<file path="src/rtl/sap_pkg.sv">
package sap_pkg;

  localparam int unsigned SAP_FRAME_LEN = 72;
  localparam int unsigned SAP_ALM_W     = 4;
  localparam int unsigned SAP_ERR_W     = 16;
  localparam int unsigned SAP_BYTE_W    = 8;

  typedef enum logic {
    SRC_EMPTY = 1'b0,
    SRC_HELD  = 1'b1
  } src_state_t;

endpackage

</file>
<file path="src/rtl/sap_slot_ctr.sv">
module sap_slot_ctr #(
  parameter int unsigned FRAME_LEN = 72
) (
  input  logic                         clk,
  input  logic                         rst,
  output logic [$clog2(FRAME_LEN)-1:0] slot,
  output logic                         frame_first,
  output logic                         frame_last
);

  localparam int unsigned CW = $clog2(FRAME_LEN);
  localparam logic [CW-1:0] LAST_SLOT = CW'(FRAME_LEN - 1);

  assign frame_first = (slot == '0);
  assign frame_last  = (slot == LAST_SLOT);

  always_ff @(posedge clk) begin
    if (rst) begin
      slot <= '0;
    end else if (frame_last) begin
      slot <= '0;
    end else begin
      slot <= slot + 1'b1;
    end
  end

endmodule

</file>
<file path="src/rtl/sap_snap_reg.sv">
module sap_snap_reg
  import sap_pkg::*;
#(
  parameter int unsigned PAY_W = 61
) (
  input  logic             clk,
  input  logic             rst,
  input  logic             load,
  input  logic [PAY_W-1:0] pay_in,
  output logic [PAY_W-1:0] pay_next,
  output logic             held_next
);

  logic [PAY_W-1:0] pend_q;
  src_state_t       state_q;

  // A strobe in the boundary cycle itself goes straight to the next frame.
  assign pay_next  = load ? pay_in : pend_q;
  assign held_next = load || (state_q == SRC_HELD);

  always_ff @(posedge clk) begin
    if (rst) begin
      pend_q  <= '0;
      state_q <= SRC_EMPTY;
    end else if (load) begin
      pend_q  <= pay_in;
      state_q <= SRC_HELD;
    end
  end

endmodule

</file>
<file path="src/rtl/sap_shifter.sv">
module sap_shifter #(
  parameter int unsigned FRAME_LEN = 72,
  parameter int unsigned PAY_W     = 61
) (
  input  logic             clk,
  input  logic             rst,
  input  logic             frame_first,
  input  logic             frame_last,
  input  logic [PAY_W-1:0] pay_next,
  input  logic             held_next,
  output logic             ser_data,
  output logic             ser_mark
);

  localparam int unsigned PAD_W = FRAME_LEN - PAY_W;

  logic [FRAME_LEN-1:0] sh_q;
  logic [FRAME_LEN-1:0] frame_word;
  logic                 live_q;

  generate
    if (PAD_W > 0) begin : g_pad
      assign frame_word = {pay_next, {PAD_W{1'b0}}};
    end else begin : g_nopad
      assign frame_word = pay_next;
    end
  endgenerate

  always_ff @(posedge clk) begin
    if (rst) begin
      sh_q     <= '0;
      live_q   <= 1'b0;
      ser_data <= 1'b0;
      ser_mark <= 1'b0;
    end else begin
      ser_data <= sh_q[FRAME_LEN-1];
      ser_mark <= live_q && frame_first;
      if (frame_last) begin
        sh_q   <= frame_word;
        live_q <= held_next;
      end else begin
        sh_q   <= {sh_q[FRAME_LEN-2:0], 1'b0};
      end
    end
  end

endmodule

</file>
<file path="src/rtl/sec_alarm_tx.sv">
module sec_alarm_tx
  import sap_pkg::*;
#(
  parameter int unsigned FRAME_LEN = SAP_FRAME_LEN,
  parameter int unsigned ALM_W     = SAP_ALM_W,
  parameter int unsigned ERR_W     = SAP_ERR_W,
  parameter int unsigned BYTE_W    = SAP_BYTE_W
) (
  input  logic              clk,
  input  logic              rst,
  input  logic              snap_load,
  input  logic              in_rdi,
  input  logic [ALM_W-1:0]  in_alarm,
  input  logic [ERR_W-1:0]  in_b1_err,
  input  logic [ERR_W-1:0]  in_b2_err,
  input  logic [BYTE_W-1:0] in_k1,
  input  logic [BYTE_W-1:0] in_k2,
  input  logic [BYTE_W-1:0] in_s1,
  output logic              ser_data,
  output logic              ser_mark
);

  localparam int unsigned PAY_W = 1 + ALM_W + 2 * ERR_W + 3 * BYTE_W;
  localparam int unsigned PAD_W = FRAME_LEN - PAY_W;
  localparam int unsigned CW    = $clog2(FRAME_LEN);

  logic [PAY_W-1:0] pay_in;
  logic [PAY_W-1:0] pay_next;
  logic             held_next;
  logic [CW-1:0]    slot;
  logic             frame_first;
  logic             frame_last;

  assign pay_in = {in_rdi, in_alarm, in_b1_err, in_b2_err, in_k1, in_k2, in_s1};

  sap_slot_ctr #(
    .FRAME_LEN(FRAME_LEN)
  ) ctr_i (
    .clk        (clk),
    .rst        (rst),
    .slot       (slot),
    .frame_first(frame_first),
    .frame_last (frame_last)
  );

  sap_snap_reg #(
    .PAY_W(PAY_W)
  ) snap_i (
    .clk      (clk),
    .rst      (rst),
    .load     (snap_load),
    .pay_in   (pay_in),
    .pay_next (pay_next),
    .held_next(held_next)
  );

  sap_shifter #(
    .FRAME_LEN(FRAME_LEN),
    .PAY_W    (PAY_W)
  ) shf_i (
    .clk        (clk),
    .rst        (rst),
    .frame_first(frame_first),
    .frame_last (frame_last),
    .pay_next   (pay_next),
    .held_next  (held_next),
    .ser_data   (ser_data),
    .ser_mark   (ser_mark)
  );

endmodule

</file>
<file path="config.mk">
export PLATFORM = sky130hd
export DESIGN_NAME = sec_alarm_tx
export DESIGN_NICKNAME = d
export VERILOG_FILES = /design/src/rtl/sap_pkg.sv /design/src/rtl/sap_slot_ctr.sv /design/src/rtl/sap_snap_reg.sv /design/src/rtl/sap_shifter.sv /design/src/rtl/sec_alarm_tx.sv
export SDC_FILE = /design/constraint.sdc
export NUM_CORES = 1
export LEC_CHECK = 0
export BUFFER_PORTS_ARGS = -buffer_cell sky130_fd_sc_hd__buf_2
export CAP_MARGIN = 20
export CORE_MARGIN = 5
export CORE_UTILIZATION = 29
export DETAILED_ROUTE_END_ITERATION = 10
export GPL_TIMING_DRIVEN = 0
export SLEW_MARGIN = 20
export SYNTH_ARGS = -nofsm -noshare
export SYNTH_HDL_FRONTEND = slang
export SYNTH_HIERARCHICAL = 1
export SYNTH_SLANG_ARGS = --single-unit
</file>
<file path="constraint.sdc">
create_clock -name clk -period 2.7 [get_ports clk]
set_input_delay 0 -clock clk [delete_from_list [all_inputs] [get_ports clk]]
set_output_delay 0 -clock clk [all_outputs]
set_load 0.02 [all_outputs]
</file>
==> metrics.txt <==
status=completed; crit-path cells=ha_1 > and4_2 > buf_6 > buf_8 > mux2i_1 > nor2_1; min setup slack post-route=907 ps; top cells by area, synth=dfxtp_1 50%, mux2_4 17%, mux2i_1 12%; crit-path max cell delay=410 ps; initial antenna violation count=0; WS Path Type=flip-flop to flip-flop; setup TNS=0 ps; CTS max path bufs=2; DP Area=5880 sq um; fraction of registers with async set or reset after synthesis=0%; Antenna Cells=0; post-placement setup slack=898 ps; syn avg cell area=12.0 sq um; Starting Density=29.5%; CTS clk-pin slew, worst paths=60 ps; Clk Latency, worst-skew pair=410 ps; Critical Path Slowest Stage Cell=dfxtp_1; gr ovfl total=0; number of global-route vias before repair=3611; final-report hold violation count=0; Final ANT Viol Nets=0; sequential-to-total area share from yosys stat=50.5%; Final setup viols=0; CP Capture Type=flip-flop; routed len/inst=12.7 microns; Slew Viols, Final=0; post-synth design cell area=5270 sq um; Cell Pwr Density=681 nW/um^2; synthesis-stage register bit count=133; r2r setup slk=910 ps; die area=21000 sq um; most numerous cell in the Yosys netlist=dfxtp_1; HP Class=input port to flip-flop; fraction of layout cells with a size suffix above 1=29.5%; hold endpoint=snap_i/pend_q[58]; Die H=145 microns; core area=17900 sq um; Yosys warning count=6; post-cts sizing count=0; RSZ-0062 raised after global routing=no; Leak=2.91 nW; CTS tree=built; root buffer cell=clkbuf_16; area share of the largest cell type after synthesis=50.5%; minimum clock period=1790 ps; RePlAce Congestion=0.711; Worst Clk Skew=7.84 ps; initial DRC count=130; RR Startpoint=ctr_i/slot[0]; Syn Inst Count=440; hold-critical path depth=3; clk sink count=133; number of synthesized flops with an enable pin=0; hold wc startpoint=snap_load; end of the worst register-to-register path=shf_i/sh_q[47]; Net Count, Synth=506; Final Net Count=651; R2R depth=6; Commonest cells post-synth=133 x dfxtp_1, 67 x nor2_1, 63 x nor2b_1, 62 x mux2i_1, 59 x mux2_4; CTS Buf Count=17; Die Wd=145 microns; DRC viols=0; first-pass GRT wire length=17600 microns; Post-DP HPWL=7000 microns; Final Total Pwr=0.00485 W; Port Buf Inserts=64; H-tree Lvls=4; final instance area=7120 sq um; Max Freq=0.558 GHz; # Max-Cap Violations=0; CP max FO=10; FP Rows=49; DRT Wirelength=10500 microns; Final Cycle Share=66.4%; area growth from synthesis to final layout=35.1%; Netlist cell types=28; Slew @ Worst Pin=511 ps; drt pass-1 iters=4; Synth Flop Type=dfxtp_1; DR vias/cell=4.16; # IOs=66; Max-slew headroom=65.9%; Worst EP required=2980 ps; WP data arrival=2070 ps; hold_buf cts=62; post-synth top area cell=dfxtp_1; crit start category=flip-flop; Total Routing Usage GR=10.7%; Setup Buffers After CTS=0; total number of vias=3435; Peak VDD IR=0.419 mV; largest net degree at the start of global routing=17
## flip-flops by register name, summed over array words and instances (netlist names)
name / flops
snap_i/pend_q: 61
snap_i/state_q: 1
shf_i/ser_mark: 1
shf_i/ser_data: 1
ctr_i/slot: 7
shf_i/sh_q: 61
shf_i/live_q: 1
## cells in the final DEF, fill, tap and decap left out, drive strengths merged
master and n:
a21oi 2, a41o 1, and3 1, and3b 2, and4 1, buf 81, bufinv 4, clkbuf 30
clkinv 4, clkinvlp 3, dfxtp 133, dlygate4sd3 62, ha 2, inv 4, mux2 61, mux2i 62
nand2 2, nand3 2, nand4 1, nand4bb 1, nor2 67, nor2b 63, nor3 2, o21ai 1
or2 1, or3 1, xnor2 1, xor2 2
## worst max-delay path: cells and delay by family, from the launching register on
family,cells,cell delay (ps)
adders and majority gates,1,300
buffers and inverters,2,360
and+or+nand+nor,2,320
muxes,1,260
DFF,1,410
## area by class of cell
cell class,count,area [sq um]
well taps,229,287
inverters,3,11.3
multi-input cells,276,2360
fillers,1729,10800
clock buffers,19,443
plain buffers,28,243
repair buffers,126,941
clock inverters,12,179
flip-flops and latches,133,2660
## per-stage QoR
step	utilization, %	std cells	hold WS [ps]
2_1_floorplan	-	440	69.1
3_3_place_gp	32.8	733	355
3_5_place_dp	32.8	733	351
4_1_cts	39.8	826	77.6
5_1_grt	39.8	826	89.8
6_report	39.8	826	76.7
## worst max path at each step
| stage | endpoint | startpoint | slack [ps] |
|---|---|---|---|
| after detailed placement | shf_i/sh_q[58] | ctr_i/slot[0] | 900 |
| after CTS | shf_i/sh_q[58] | ctr_i/slot[0] | 880 |
| after floorplan | shf_i/sh_q[17] | ctr_i/slot[0] | 1160 |
| after global placement | shf_i/sh_q[57] | ctr_i/slot[0] | 950 |
| final | shf_i/sh_q[47] | ctr_i/slot[0] | 910 |
| after global routing | shf_i/sh_q[58] | ctr_i/slot[0] | 780 |
## per-layer routing
layer	vias up	GRT usage (%)	part of all wire (%)
li1	1743	-	-
met4	0	4.07	1.2
met2	53	17.3	48
met3	9	3.06	3.8
met1	1630	13.5	47
met5	-	0	0
## cells by family (layout without fill, tap and decap cells)
| kind of cell | after synthesis | in the layout | synth area share, % |
|---|---|---|---|
| XOR/XNOR | 3 | 3 | 0.498 |
| adder cells (fa/ha/maj) | 2 | 2 | 0.475 |
| buffers and inverters | 31 | 188 | 4.82 |
| multiplexers | 123 | 123 | 29.0 |
| AND/OR/NAND/NOR | 144 | 144 | 14.2 |
| AO/OA/AOI/OAI | 4 | 4 | 0.498 |
| flip-flops | 133 | 133 | 50.5 |
## report_power, final
group	switching [W]	total [W]	leakage, nW	internal, W
logic	0.000147	0.000402	1.53	0.000255
clock network	0.000841	0.00241	0.295	0.00157
registers	0.0000187	0.00204	1.08	0.00202
total	0.00101	0.00485	2.91	0.00384
(Power assumes the default switching activity.)
